**src/rtl/gpio_port_pkg.sv**
```systemverilog
package gpio_port_pkg;
  localparam int BUS_W = 32;
  localparam int ADDR_W = 5;
  localparam int LANES = BUS_W / 8;

  localparam logic [1:0] SZ_BYTE = 2'd0;
  localparam logic [1:0] SZ_HALF = 2'd1;
  localparam logic [1:0] SZ_WORD = 2'd2;

  localparam logic [ADDR_W-1:0] OFF_DATA = 5'h00;
  localparam logic [ADDR_W-1:0] OFF_PORT = 5'h1C;

  typedef struct packed {
    logic             legal;
    logic             sel_data;
    logic             sel_port;
    logic [LANES-1:0] lane_en;
    logic [BUS_W-1:0] wdata_al;
  } dec_t;
endpackage

```
**src/rtl/gpio_bus_decode.sv**
```systemverilog
module gpio_bus_decode
  import gpio_port_pkg::*;
(
  input  logic [ADDR_W-1:0] addr,
  input  logic [1:0]        size,
  input  logic [BUS_W-1:0]  wdata,
  output dec_t              dec
);
  logic [ADDR_W-1:0] word_base;
  logic              aligned;

  always_comb begin
    dec       = '0;
    word_base = {addr[ADDR_W-1:2], 2'b00};
    aligned   = 1'b0;
    dec.sel_data = (word_base == OFF_DATA);
    dec.sel_port = (word_base == OFF_PORT);
    case (size)
      SZ_BYTE: begin
        aligned      = 1'b1;
        dec.lane_en  = 4'b0001 << (~addr[1:0]);
        dec.wdata_al = {4{wdata[7:0]}};
      end
      SZ_HALF: begin
        aligned      = ~addr[0];
        dec.lane_en  = addr[1] ? 4'b0011 : 4'b1100;
        dec.wdata_al = {2{wdata[15:0]}};
      end
      SZ_WORD: begin
        aligned      = (addr[1:0] == 2'b00);
        dec.lane_en  = 4'b1111;
        dec.wdata_al = wdata;
      end
      default: aligned = 1'b0;
    endcase
    dec.legal = aligned && (dec.sel_data || dec.sel_port);
    if (!dec.legal) dec.lane_en = '0;
  end
endmodule

```
**src/rtl/gpio_sync.sv**
```systemverilog
module gpio_sync #(
  parameter int W = 26
) (
  input  logic         clk,
  input  logic         rst_n,
  input  logic [W-1:0] d,
  output logic [W-1:0] q
);
  logic [W-1:0] s1_q;
  logic [1:0]   warm_q;

  always_ff @(posedge clk or negedge rst_n) begin
    if (!rst_n) begin
      s1_q   <= '0;
      q      <= '0;
      warm_q <= '0;
    end else begin
      s1_q <= d;
      q    <= s1_q;
      if (warm_q != 2'd2) warm_q <= warm_q + 2'd1;
    end
  end

  AST_SYNC_LATENCY: assert property (@(posedge clk) disable iff (!rst_n)
    (warm_q == 2'd2) |-> (q == $past(d, 2)));
endmodule

```
**src/rtl/gpio_data_latch.sv**
```systemverilog
module gpio_data_latch
  import gpio_port_pkg::*;
#(
  parameter int           W    = 26,
  parameter logic [W-1:0] IMPL = 26'h3FF3BFF,
  parameter logic [W-1:0] INIT = '0
) (
  input  logic             clk,
  input  logic             por_n,
  input  logic             wr_en,
  input  logic [LANES-1:0] lane_en,
  input  logic [BUS_W-1:0] wdata,
  output logic [W-1:0]     q
);
  logic unused_wdata;
  assign unused_wdata = ^wdata;

  for (genvar i = 0; i < W; i++) begin : g_bit
    if (IMPL[i]) begin : g_impl
      logic bit_q;
      always_ff @(posedge clk or negedge por_n) begin
        if (!por_n)                     bit_q <= INIT[i];
        else if (wr_en && lane_en[i/8]) bit_q <= wdata[i];
      end
      assign q[i] = bit_q;
    end else begin : g_hole
      assign q[i] = 1'b0;
    end
  end
endmodule

```
**src/rtl/gpio_read_mux.sv**
```systemverilog
module gpio_read_mux
  import gpio_port_pkg::*;
#(
  parameter int           W    = 26,
  parameter logic [W-1:0] IMPL = 26'h3FF3BFF
) (
  input  logic [W-1:0]     dir,
  input  logic [W-1:0]     latch,
  input  logic [W-1:0]     pins,
  output logic [BUS_W-1:0] data_view,
  output logic [BUS_W-1:0] port_view
);
  logic [W-1:0] dv;
  logic [W-1:0] pv;

  for (genvar i = 0; i < W; i++) begin : g_pin
    assign dv[i] = IMPL[i] & (dir[i] ? latch[i] : pins[i]);
    assign pv[i] = IMPL[i] & pins[i];
  end

  assign data_view = {{(BUS_W-W){1'b0}}, dv};
  assign port_view = {{(BUS_W-W){1'b0}}, pv};
endmodule

```
**src/rtl/gpio_port_regs.sv**
```systemverilog
module gpio_port_regs
  import gpio_port_pkg::*;
#(
  parameter int              PIN_W      = 26,
  parameter logic [PIN_W-1:0] IMPL_MASK  = 26'h3FF3BFF,
  parameter logic [PIN_W-1:0] LATCH_INIT = '0
) (
  input  logic              clk,
  input  logic              por_n,
  input  logic              mrst_n,
  input  logic              req_valid,
  output logic              req_ready,
  input  logic              req_write,
  input  logic [ADDR_W-1:0] req_addr,
  input  logic [1:0]        req_size,
  input  logic [BUS_W-1:0]  req_wdata,
  output logic              rsp_valid,
  input  logic              rsp_ready,
  output logic [BUS_W-1:0]  rsp_rdata,
  input  logic [PIN_W-1:0]  pin_dir,
  input  logic [PIN_W-1:0]  pin_in,
  output logic [PIN_W-1:0]  pin_out,
  output logic [PIN_W-1:0]  pin_oe
);
  logic              rst_any_n;
  logic              acc_fire;
  logic              latch_wr;
  dec_t              dec;
  logic [PIN_W-1:0]  latch_q;
  logic [PIN_W-1:0]  pins_sync;
  logic [BUS_W-1:0]  data_view;
  logic [BUS_W-1:0]  port_view;
  logic [BUS_W-1:0]  word_sel;
  logic [BUS_W-1:0]  rd_val;

  assign rst_any_n = por_n & mrst_n;
  assign req_ready = mrst_n & (~rsp_valid | rsp_ready);
  assign acc_fire  = req_valid & req_ready;

  gpio_bus_decode u_dec (
    .addr  (req_addr),
    .size  (req_size),
    .wdata (req_wdata),
    .dec   (dec)
  );

  gpio_sync #(.W(PIN_W)) u_sync (
    .clk   (clk),
    .rst_n (rst_any_n),
    .d     (pin_in),
    .q     (pins_sync)
  );

  assign latch_wr = acc_fire & req_write & dec.legal & dec.sel_data;

  gpio_data_latch #(.W(PIN_W), .IMPL(IMPL_MASK), .INIT(LATCH_INIT)) u_latch (
    .clk     (clk),
    .por_n   (por_n),
    .wr_en   (latch_wr),
    .lane_en (dec.lane_en),
    .wdata   (dec.wdata_al),
    .q       (latch_q)
  );

  gpio_read_mux #(.W(PIN_W), .IMPL(IMPL_MASK)) u_rmux (
    .dir       (pin_dir),
    .latch     (latch_q),
    .pins      (pins_sync),
    .data_view (data_view),
    .port_view (port_view)
  );

  always_comb begin
    word_sel = dec.sel_port ? port_view : data_view;
    case (req_size)
      SZ_BYTE: rd_val = (word_sel >> {~req_addr[1:0], 3'b000}) & 32'h0000_00FF;
      SZ_HALF: rd_val = req_addr[1] ? {16'h0, word_sel[15:0]} : {16'h0, word_sel[31:16]};
      default: rd_val = word_sel;
    endcase
    if (!dec.legal || req_write) rd_val = '0;
  end

  always_ff @(posedge clk or negedge rst_any_n) begin
    if (!rst_any_n) begin
      rsp_valid <= 1'b0;
      rsp_rdata <= '0;
    end else if (acc_fire) begin
      rsp_valid <= 1'b1;
      rsp_rdata <= rd_val;
    end else if (rsp_ready) begin
      rsp_valid <= 1'b0;
    end
  end

  assign pin_out = latch_q & IMPL_MASK;
  assign pin_oe  = pin_dir & IMPL_MASK;

  AST_RSP_FOLLOWS_ACCEPT: assert property (@(posedge clk) disable iff (!rst_any_n)
    acc_fire |=> rsp_valid);
  AST_RSP_HOLD: assert property (@(posedge clk) disable iff (!rst_any_n)
    (rsp_valid && !rsp_ready) |=> (rsp_valid && $stable(rsp_rdata)));
  AST_MRST_KEEPS_LATCH: assert property (@(posedge clk) disable iff (!por_n)
    !mrst_n |=> $stable(pin_out));
  AST_ILLEGAL_NO_WRITE: assert property (@(posedge clk) disable iff (!por_n)
    (acc_fire && req_write && !dec.legal) |=> $stable(pin_out));
  AST_PORT_WRITE_IGNORED: assert property (@(posedge clk) disable iff (!por_n)
    (acc_fire && req_write && dec.sel_port) |=> $stable(pin_out));
endmodule

```
**config.mk**
```make
export PLATFORM = sky130hd
export DESIGN_NAME = gpio_port_regs
export DESIGN_NICKNAME = d
export VERILOG_FILES = /design/src/rtl/gpio_port_pkg.sv /design/src/rtl/gpio_bus_decode.sv /design/src/rtl/gpio_sync.sv /design/src/rtl/gpio_data_latch.sv /design/src/rtl/gpio_read_mux.sv /design/src/rtl/gpio_port_regs.sv
export SDC_FILE = /design/constraint.sdc
export NUM_CORES = 1
export LEC_CHECK = 0
export BUFFER_PORTS_ARGS = -buffer_cell sky130_fd_sc_hd__buf_4
export CORE_UTILIZATION = 49
export DETAILED_ROUTE_END_ITERATION = 8
export GPL_TIMING_DRIVEN = 0
export PLACE_DENSITY = 0.82
export SKIP_LAST_GASP = 1
export SYNTH_ARGS = -nofsm -noshare
export SYNTH_HDL_FRONTEND = slang
export SYNTH_SLANG_ARGS = --single-unit
```
**constraint.sdc**
```tcl
create_clock -name clk -period 3 [get_ports clk]
set_clock_uncertainty 0.2 [all_clocks]
set_input_delay 0.3 -clock clk [delete_from_list [all_inputs] [get_ports clk]]
set_output_delay 0.3 -clock clk [all_outputs]
set_load 0.005 [all_outputs]
```
==> impl_metrics.env, run 1 <==
export IMPL_status="complete, but fails checks"
export IMPL_violations="hold timing"
export IMPL_synthTopCellsByArea="dfrtp_1 (51%), buf_4 (10%), mux2_2 (6.0%), nand2_1 (4.3%), mux2i_1 (3.3%)"
export IMPL_clkLatencyLatePin_ns=0.36
export IMPL_grt_overflow=0
export IMPL_leakage_nw=3.31
export IMPL_ir_drop_mv=0.344
export IMPL_power_density_mw_per_mm2=415
export IMPL_arrival_ns=2.53
export IMPL_worst_slew_pin_slew_ns=0.922
export IMPL_nFillCells=631
export IMPL_final_nets=717
export IMPL_grt_max_degree=71
export IMPL_die_w_um=98.2
export IMPL_num_vias=3824
export IMPL_ios=183
export IMPL_postSynthCellCount=412
export IMPL_synth_common_cells="dfrtp_1 (93), buf_4 (61), nand2_1 (52)"
export IMPL_tns_ns=0
export IMPL_rsz0062_at_grt="no"
export IMPL_drcViolationCount=0
export IMPL_power_frac_clock=0.317
export IMPL_synth_top_cell_by_area="dfrtp_1"
export IMPL_comb_power_share=0.180
export IMPL_power_mw=2.65
export IMPL_synth_flop_cell="dfrtp_1"
export IMPL_ys_async_sr_fraction=1.00
export IMPL_vias_per_cell=5.22
export IMPL_grt_pass1_wl_um=19600
export IMPL_postCtsSetupBuffers=0
export IMPL_cts_resized=0
export IMPL_hold_path_class="primary input to asynchronous set/reset pin"
export IMPL_ant_nets=0
export IMPL_netSwitchingFraction=0.274
export IMPL_worstSetupEndpoint="u_latch.g_bit[2].g_impl.bit_q$_DFFE_PN0P_"
export IMPL_yosys_register_bits=93
export IMPL_wl_per_cell_um=16.9
export IMPL_crit_fanout=9
export IMPL_fin_util=0.721
export IMPL_crit_start="rsp_valid$_DFFE_PN0P_"
export IMPL_first_pass_iters=6
export IMPL_cts_clk_slew_worst_paths_ns=0.10
export IMPL_reg2reg_to="u_latch.g_bit[2].g_impl.bit_q$_DFFE_PN0P_"
export IMPL_holdWs_ns=-0.0134
export IMPL_ctsHoldBuffers=32
export IMPL_finalCritPeriodShare=0.828
export IMPL_wirelength_um=12400
export IMPL_synth_area_sq_mm=0.00453
export IMPL_r2r_start="rsp_valid$_DFFE_PN0P_"
export IMPL_relSlewSlack=0.385
export IMPL_numCtsBuffers=9
export IMPL_clockRootBuffer="clkbuf_8"
export IMPL_end_kind="register"
export IMPL_cts_buffer_depth=2
export IMPL_reg2reg_setup_slack_ns=0.51
export IMPL_synth_top_area_frac=0.514
export IMPL_setup_viol=0
export IMPL_num_antenna_cells=0
export IMPL_yosysWarnings=0
export IMPL_cts_tree="done"
export IMPL_synth_distinct_cells=56
export IMPL_drt_iter0_markers=149
export IMPL_place_congestion=0.824
export IMPL_grt_antenna_before_repair=0
export IMPL_portBuffers=151
export IMPL_critical_path_class="register to register"
export IMPL_switching_power_mw=0.726
export IMPL_register_area_sq_mm=0.00233
export IMPL_p_int_mw=1.92
export IMPL_clock_sinks=93
export IMPL_die_area_sq_mm=0.00964
export IMPL_worstPathRequired_ns=3.05
export IMPL_area_delta_synth_final_pct=40.8
export IMPL_post_route_min_period_ns=2.49
export IMPL_power_frac_seq=0.503
export IMPL_drv_cap=0
export IMPL_synth_avg_cell_area_sq_um=11.0
export IMPL_drive_gt1_frac=0.435
export IMPL_timing_hold_violations_final=5
export IMPL_seq_area_frac_synth=0.514
export IMPL_multi_input_area_sq_mm=0.00161
export IMPL_cts_htree_levels=3
export IMPL_grt_pass1_vias=3877
export IMPL_slew_viol_final=0
export IMPL_cp_start_kind="register"
export IMPL_grt_util_all_layers=0.266
export IMPL_yosysMostFrequentCell="dfrtp_1"
export IMPL_dp_hpwl_um=9270
export IMPL_core_area_sq_mm=0.00885
export IMPL_start_util=0.512
export IMPL_row_count=34
export IMPL_synth_edf_count=0
export IMPL_die_height_um=98.2
export IMPL_worst_r2r_path_depth=6
export IMPL_fmax_ghz=0.402
[power groups by stage]
| stage | combinational (mW) | sequential, mW | clock (mW) |
|---|---|---|---|
| after global routing | 0.516 | 1.34 | 0.908 |
| after floorplan | 0.225 | 1.35 | 0 |
| after CTS | 0.475 | 1.33 | 0.852 |
| final | 0.477 | 1.33 | 0.838 |
| after detailed placement | 0.439 | 1.35 | 0 |
| after global placement | 0.429 | 1.35 | 0 |
[state kept, by name, indices dropped and copies added, names as in the netlist]
name / cells
u_latch.g_bit.g_impl.bit_q: 23
rsp_rdata: 23
u_sync.s1_q: 23
rsp_valid: 1
u_sync.q: 23
[through the flow]
| stage | cell area (sq um) | worst slack [ns] | std cells |
|---|---|---|---|
| after floorplan | 4580 | 0.341 | 426 |
| after global placement | 5850 | -0.871 | 685 |
| after detailed placement | 5860 | 0.527 | 685 |
| after CTS | 6380 | 0.538 | 733 |
| after global routing | 6380 | 0.369 | 733 |
| final | 6380 | 0.515 | 733 |
[cell type report]
| class | instances | share of cell area |
|---|---|---|
| clock inverters | 6 | 0.0102 |
| well taps | 108 | 0.0212 |
| multi-input cells | 241 | 0.253 |
| inverters | 14 | 0.00824 |
| plain buffers | 78 | 0.0934 |
| clock buffers | 10 | 0.0216 |
| repair buffers | 183 | 0.228 |
| flip-flops and latches | 93 | 0.365 |
[worst max-delay path, stage by stage (launching register included)]
cell and delay [ns]:
dfrtp_1 0.39, nand2b_1 0.14, nand3_2 0.23, nand4bb_1 0.43
o21ba_2 0.34, buf_2 0.27, mux2_2 0.38
[per-layer routing]
layer / vias up / part of all wire / track usage
li1: 1780 / - / -
met1: 1859 / 0.40 / 0.323
met2: 167 / 0.52 / 0.465
met3: 18 / 0.058 / 0.0523
met4: 0 / 0.019 / 0.106
met5: - / 0 / 0
[worst min path at each step]
stage	slack [ns]	endpoint	startpoint
3_5_place_dp	0.03	u_latch.g_bit[22].g_impl.bit_q$_DFFE_PN0P_	por_n
4_1_cts	0.03	u_latch.g_bit[24].g_impl.bit_q$_DFFE_PN0P_	req_wdata[24]
3_3_place_gp	0.03	u_latch.g_bit[22].g_impl.bit_q$_DFFE_PN0P_	por_n
6_report	-0.01	rsp_rdata[16]$_DFFE_PN0P_	mrst_n
2_1_floorplan	-0.20	u_latch.g_bit[0].g_impl.bit_q$_DFFE_PN0P_	por_n
5_1_grt	0.03	u_latch.g_bit[24].g_impl.bit_q$_DFFE_PN0P_	req_wdata[24]
[cell families after synthesis]
kind of cell | count (synthesis) | synth area share
XOR/XNOR | 1 | 0.00193
buffers and inverters | 92 | 0.143
flip-flops | 93 | 0.514
other | 1 | 0.000827
AO/OA/AOI/OAI | 81 | 0.123
multiplexers | 40 | 0.0977
AND/OR/NAND/NOR | 104 | 0.120
[cells in the final DEF (no fill, tap or decap), types with 11 or more instances in the layout]
master,synthesis,final
buf_4,61,212
dfrtp_1,93,93
nand2_1,52,52
dlygate4sd3_1,0,32
mux2_2,24,24
o21ai_0,23,23
mux2i_1,15,15
conb_1,1,15
inv_1,14,14
a21oi_1,11,11
nor2_1,11,11
Note: power is estimated with default switching activity, not from simulation.
==> run 2, diff against run 1 <==
--- a/config.mk
+++ b/config.mk
@@ -5,11 +5,12 @@
 export SDC_FILE = /design/constraint.sdc
 export NUM_CORES = 1
 export LEC_CHECK = 0
+export ABC_AREA = 1
 export BUFFER_PORTS_ARGS = -buffer_cell sky130_fd_sc_hd__buf_4
-export CORE_UTILIZATION = 49
+export CORE_UTILIZATION = 44
 export DETAILED_ROUTE_END_ITERATION = 8
 export GPL_TIMING_DRIVEN = 0
-export PLACE_DENSITY = 0.82
+export PLACE_DENSITY = 0.77
 export SKIP_LAST_GASP = 1
 export SYNTH_ARGS = -nofsm -noshare
 export SYNTH_HDL_FRONTEND = slang
==> constraint.sdc (replaced) <==
create_clock -name clk -period 2.11 [get_ports clk]
set_clock_uncertainty 0.2 [all_clocks]
set_input_delay 0.211 -clock clk [delete_from_list [all_inputs] [get_ports clk]]
set_output_delay 0.211 -clock clk [all_outputs]
set_load 0.005 [all_outputs]
==> run 2 against run 1 <==
  * Highest routed layer unchanged
  * Synthesized cell count rose by 29%
  * Clock power rose by 40%
  * Flip-flop and latch count did not move
  * Non-clock buffer count rose by 5
  * Critical endpoint is now u_latch.g_bit[6].g_impl.bit_q$_DFFE_PN0P_
  * The run now ends clean
  * Synthesized area rose by 1.3%
  * Critical path type unchanged
==> impl_metrics.env, run 2 <==
export IMPL_status="finished, final reports clean"
export IMPL_num_vias=4214
export IMPL_cp_start_kind="register"
export IMPL_die_w_um=104
export IMPL_power_mw=3.69
export IMPL_power_density_mw_per_mm2=561
export IMPL_grt_pass1_wl_um=20800
export IMPL_synth_flop_cell="dfrtp_1"
export IMPL_ys_async_sr_fraction=1.00
export IMPL_grt_pass1_vias=4153
export IMPL_critical_path_class="register to register"
export IMPL_cts_buffer_depth=2
export IMPL_leakage_nw=3.58
export IMPL_min_from="req_wdata[9]"
export IMPL_start_util=0.461
export IMPL_final_nets=847
export IMPL_final_cell_mix="buf_4 (213), nand2_1 (158), dfrtp_1 (93)"
export IMPL_seq_area_frac_synth=0.507
export IMPL_grt_overflow=0
export IMPL_yosysMostFrequentCell="nand2_1"
export IMPL_end_kind="register"
export IMPL_worstPathRequired_ns=2.18
export IMPL_die_height_um=104
export IMPL_yosys_register_bits=93
export IMPL_first_pass_iters=5
export IMPL_grt_max_degree=44
export IMPL_synth_top_area_frac=0.507
export IMPL_wl_per_cell_um=14.4
export IMPL_synth_avg_cell_area_sq_um=8.63
export IMPL_fmax_ghz=0.535
export IMPL_synth_area_sq_mm=0.00459
export IMPL_drv_cap=0
export IMPL_r2r_start="rsp_valid$_DFFE_PN0P_"
export IMPL_num_antenna_cells=0
export IMPL_portBuffers=149
export IMPL_cts_clk_slew_worst_paths_ns=0.10
export IMPL_yosysWarnings=0
export IMPL_cts_htree_levels=3
export IMPL_crit_start="rsp_valid$_DFFE_PN0P_"
export IMPL_fin_util=0.661
export IMPL_synthTopCellsByArea="dfrtp_1 (51%), nand2_1 (13%), buf_4 (10%), o21ai_0 (5.5%), inv_1 (4.1%)"
export IMPL_area_delta_synth_final_pct=43.3
export IMPL_wirelength_um=12800
export IMPL_ir_drop_mv=0.361
export IMPL_synth_distinct_cells=34
export IMPL_tns_ns=0
export IMPL_drcViolationCount=0
export IMPL_worst_slew_pin_slew_ns=0.626
export IMPL_grt_util_all_layers=0.246
export IMPL_synth_common_cells="nand2_1 (158), dfrtp_1 (93), buf_4 (64)"
export IMPL_arrival_ns=1.94
export IMPL_relSlewSlack=0.582
export IMPL_clockRootBuffer="clkbuf_8"
export IMPL_die_area_sq_mm=0.0108
export IMPL_drt_iter0_markers=190
export IMPL_rsz0062_at_grt="no"
export IMPL_nFillCells=814
export IMPL_wl_met3_um=803
export IMPL_crit_fanout=10
export IMPL_numCtsBuffers=9
export IMPL_postSynthCellCount=532
export IMPL_slew_viol_final=0
export IMPL_cts_tree="done"
export IMPL_vias_per_cell=4.75
export IMPL_row_count=36
export IMPL_dp_hpwl_um=9370
export IMPL_place_congestion=0.867
export IMPL_hold_path_class="primary input to register"
export IMPL_mostFrequentLayoutCell="buf_4"
export IMPL_synth_top_cell_by_area="dfrtp_1"
export IMPL_clock_sinks=93
export IMPL_finalCritPeriodShare=0.886
export IMPL_post_route_min_period_ns=1.87
export IMPL_timing_hold_violations_final=0
export IMPL_drive_gt1_frac=0.370
export IMPL_ios=183
export IMPL_ant_nets=0
export IMPL_wl_met1_um=5420
export IMPL_setup_viol=0
export IMPL_clkLatencyLatePin_ns=0.37
export IMPL_top_layer="met4"
export IMPL_wl_met2_um=6340
export IMPL_core_area_sq_mm=0.00995
export IMPL_synth_edf_count=0
export IMPL_grt_antenna_before_repair=0
run 2: cell count changes in the layout (fill, tap and decap cells not counted), moves of 8 or more:
cell and delta:
o21ai_0 +27, mux2i_1 -15, nand3_1 +13, nand2_1 +106
dlygate4sd3_1 +11, nand2b_1 -8, o21ai_2 +12, mux2_2 -24
nor2_1 +9, inv_1 +35
run 2: routing by layer:
| layer | up-vias | track usage |
|---|---|---|
| li1 | 2038 | - |
| met1 | 1993 | 0.305 |
| met3 | 18 | 0.0545 |
| met5 | - | 0 |
| met2 | 165 | 0.423 |
| met4 | 0 | 0.0827 |
run 2: final timing paths:
| path | slack, ns | cells after the start | end |
|---|---|---|---|
| min in group asynchronous | 0.07 | 2 | u_latch.g_bit[22].g_impl.bit_q$_DFFE_PN0P_ |
| min reg2reg | 0.16 | 0 | u_sync.q[2]$_DFF_PN0_ |
| min | 0.01 | 3 | u_latch.g_bit[9].g_impl.bit_q$_DFFE_PN0P_ |
| max reg2reg | 0.24 | 9 | u_latch.g_bit[6].g_impl.bit_q$_DFFE_PN0P_ |
| max in group asynchronous | 0.47 | 5 | u_sync.s1_q[0]$_DFF_PN0_ |
| max | 0.24 | 9 | u_latch.g_bit[6].g_impl.bit_q$_DFFE_PN0P_ |
run 2: metrics by stage:
stage          area, sq um  worst slack [ns]  hold WS (ns)  cells
6_report              6580             0.241        0.0129    888
2_1_floorplan         4650             0.421        -0.285    546
3_3_place_gp          5930            0.0663       -0.0702    828
4_1_cts               6570            0.0853       0.00103    888
5_1_grt               6580             0.119        0.0237    888
3_5_place_dp          5950             0.107       -0.0642    829
run 2: area by class of cell:
| type | instances | area [sq um] | area share |
|---|---|---|---|
| buffer | 73 | 539 | 0.0820 |
| clock buffer | 9 | 124 | 0.0188 |
| clock inverter | 7 | 65.1 | 0.00989 |
| inverter | 53 | 205 | 0.0312 |
| multi-input combinational | 327 | 1580 | 0.240 |
| sequential | 93 | 2330 | 0.354 |
| tap | 133 | 166 | 0.0253 |
| timing repair buffer | 193 | 1570 | 0.239 |
run 2: cell families after synthesis:
family / Yosys count / synth area share
AO/OA/AOI/OAI: 88 / 0.116
buffers and inverters: 126 / 0.161
other: 1 / 0.000817
AND/OR/NAND/NOR: 224 / 0.214
flip-flops: 93 / 0.507
run 2: worst max-delay path: stages (launching register included):
cell and delay [ns]:
dfrtp_1 0.40, nand2_1 0.11, nand3_2 0.19, nor3_2 0.21
nand2_2 0.11, inv_4 0.11, nand3_4 0.12, buf_6 0.20
nand2_2 0.06, o21ai_2 0.05
run 2: repair_timing:
item                       4_1_cts  5_1_grt
gates resized for setup          0        1
setup buffers                    0        0
setup endpoints to repair        0        9
hold buffers                    43        0
hold endpoints to repair        90        0
run 2: report_power, final:
part	switching [mW]	total (mW)	internal, mW	leakage, nW
registers	0.0276	1.87	1.85	1.17
clock network	0.715	1.17	0.460	0.0947
logic	0.305	0.643	0.338	2.31
==> run 3, diff against run 2 <==
--- a/config.mk
+++ b/config.mk
@@ -7,6 +7,7 @@
 export LEC_CHECK = 0
 export ABC_AREA = 1
 export BUFFER_PORTS_ARGS = -buffer_cell sky130_fd_sc_hd__buf_4
+export CORE_MARGIN = 2
 export CORE_UTILIZATION = 44
 export DETAILED_ROUTE_END_ITERATION = 8
 export GPL_TIMING_DRIVEN = 0
==> run 3 against run 2 <==
  * Combinational power barely moved
  * Clock power barely moved
  * Core utilization fell by 1.7 points
  * Largest cell class unchanged
  * Via count fell by 0.62%
  * Highest routed layer unchanged
  * Final cell count rose by 0.34%
  * Sequential power barely moved
  * Sequential share of layout area fell by 0.060 points
  * Die area rose by 3.9%
  * Flip-flop and latch count did not move
  * Total power barely moved
  * Count of clock-buffer cells in the layout did not move
  * Final area rose by 0.17%
  * Critical endpoint is now u_latch.g_bit[7].g_impl.bit_q$_DFFE_PN0P_
==> impl_metrics.env, run 3 (synthesis results as in run 2) <==
export IMPL_dp_hpwl_um=9610
export IMPL_grt_antenna_before_repair=0
export IMPL_slew_viol_final=0
export IMPL_critical_path_class="primary input to register"
export IMPL_num_vias=4188
export IMPL_fmax_ghz=0.508
export IMPL_status="finished, final reports clean"
export IMPL_holdPathEnd="u_latch.g_bit[18].g_impl.bit_q$_DFFE_PN0P_"
export IMPL_cts_buffer_depth=2
export IMPL_relSlewSlack=0.585
export IMPL_wl_per_cell_um=14.7
export IMPL_cts_clk_slew_worst_paths_ns=0.10
export IMPL_hold_path_class="primary input to register"
export IMPL_clkLatencyLatePin_ns=0.37
export IMPL_crit_fanout=10
export IMPL_whs_path_depth=5
export IMPL_post_route_min_period_ns=1.97
export IMPL_mostFrequentLayoutCell="buf_4"
export IMPL_die_height_um=106
export IMPL_grt_util_all_layers=0.240
export IMPL_r2r_start="rsp_valid$_DFFE_PN0P_"
export IMPL_worst_slew_pin_slew_ns=0.621
export IMPL_worstPathRequired_ns=2.18
export IMPL_drv_cap=0
export IMPL_rsz0062_at_grt="no"
export IMPL_place_congestion=0.930
export IMPL_wirelength_um=13100
export IMPL_vias_per_cell=4.70
export IMPL_clock_sinks=93
export IMPL_portBuffers=149
export IMPL_numCtsBuffers=9
export IMPL_arrival_ns=2.03
export IMPL_die_w_um=106
export IMPL_die_area_sq_mm=0.0113
export IMPL_final_nets=847
export IMPL_core_area_sq_mm=0.0102
export IMPL_ios=183
export IMPL_end_kind="register"
export IMPL_ir_drop_mv=0.414
export IMPL_cts_tree="done"
export IMPL_grt_pass1_wl_um=21000
export IMPL_finalCritPeriodShare=0.932
export IMPL_area_delta_synth_final_pct=43.5
export IMPL_num_antenna_cells=0
export IMPL_drt_iter0_markers=184
export IMPL_cts_htree_levels=3
export IMPL_grt_pass1_vias=4228
export IMPL_final_cell_mix="buf_4 (213), nand2_1 (158), dfrtp_1 (93)"
export IMPL_row_count=37
export IMPL_start_util=0.449
export IMPL_clockRootBuffer="clkbuf_8"
export IMPL_grt_max_degree=45
export IMPL_drcViolationCount=0
export IMPL_tns_ns=0
export IMPL_min_from="req_wdata[18]"
export IMPL_fin_util=0.644
export IMPL_ant_nets=0
export IMPL_drive_gt1_frac=0.370
export IMPL_grt_overflow=0
export IMPL_cp_start_kind="primary input"
export IMPL_timing_hold_violations_final=0
export IMPL_first_pass_iters=5
export IMPL_reg2reg_to="u_latch.g_bit[7].g_impl.bit_q$_DFFE_PN0P_"
export IMPL_reg2reg_setup_slack_ns=0.22
export IMPL_worst_r2r_path_depth=9
export IMPL_leakage_nw=3.58
export IMPL_power_density_mw_per_mm2=561
export IMPL_setup_viol=0
run 3: repair_timing:
item	4_1_cts	5_1_grt
endpoints found under the hold margin	90	0
resized for setup	0	1
hold buffers	43	0
endpoints found under the setup margin	0	25
buffers inserted	0	0
run 3: power by group:
group	internal, mW	leakage, nW	switching (mW)
logic	0.337	2.31	0.307
registers	1.85	1.17	0.0286
clock network	0.467	0.0974	0.709
total	2.65	3.58	1.04
run 3: worst max-delay path, stage by stage:
cell and delay [ns]:
dlygate4sd3_1 0.53, buf_4 0.10, inv_1 0.03, nand2_1 0.10, nand3_2 0.18, nor3_2 0.21
nand2_2 0.12, inv_4 0.11, nand3_4 0.12, buf_6 0.20, nand2_2 0.07, o21ai_2 0.05
run 3: stage by stage:
stage	cell area, sq um	setup slack (ns)	cells	hold WS, ns	power, mW
3_3_place_gp	5940	0.0817	831	-0.0676	2.46
2_1_floorplan	4650	0.421	546	-0.285	2.19
5_1_grt	6590	0.0204	891	0.0221	3.87
4_1_cts	6580	0.0214	891	0.00669	3.71
3_5_place_dp	5960	0.111	832	-0.0625	2.48
6_report	6590	0.143	891	0.00751	3.69
run 3: how the worst max path moves through the flow:
stage	start	to	cells past startpoint
final	rsp_ready	u_latch.g_bit[7].g_impl.bit_q$_DFFE_PN0P_	12
after global placement	por_n	u_sync.s1_q[18]$_DFF_PN0_	3
after detailed placement	rsp_valid$_DFFE_PN0P_	u_latch.g_bit[7].g_impl.bit_q$_DFFE_PN0P_	9
after global routing	rsp_ready	u_latch.g_bit[7].g_impl.bit_q$_DFFE_PN0P_	12
after floorplan	rsp_valid$_DFFE_PN0P_	u_latch.g_bit[6].g_impl.bit_q$_DFFE_PN0P_	9
after CTS	rsp_ready	u_latch.g_bit[7].g_impl.bit_q$_DFFE_PN0P_	12
run 3: per-layer routing:
metal	vias up	wire (um)	GRT usage
met5	-	0	0
met4	0	238	0.0658
met3	22	795	0.0601
met2	159	6710	0.425
met1	1963	5400	0.290
li1	2044	-	-
run 3: cell type report:
cell class | instances | area, sq um
tap | 136 | 170
multi-input combinational | 327 | 1580
inverter | 53 | 205
clock buffer | 9 | 124
clock inverter | 7 | 72.6
timing repair buffer | 193 | 1570
fill | 853 | 3640
buffer | 73 | 539
sequential | 93 | 2330
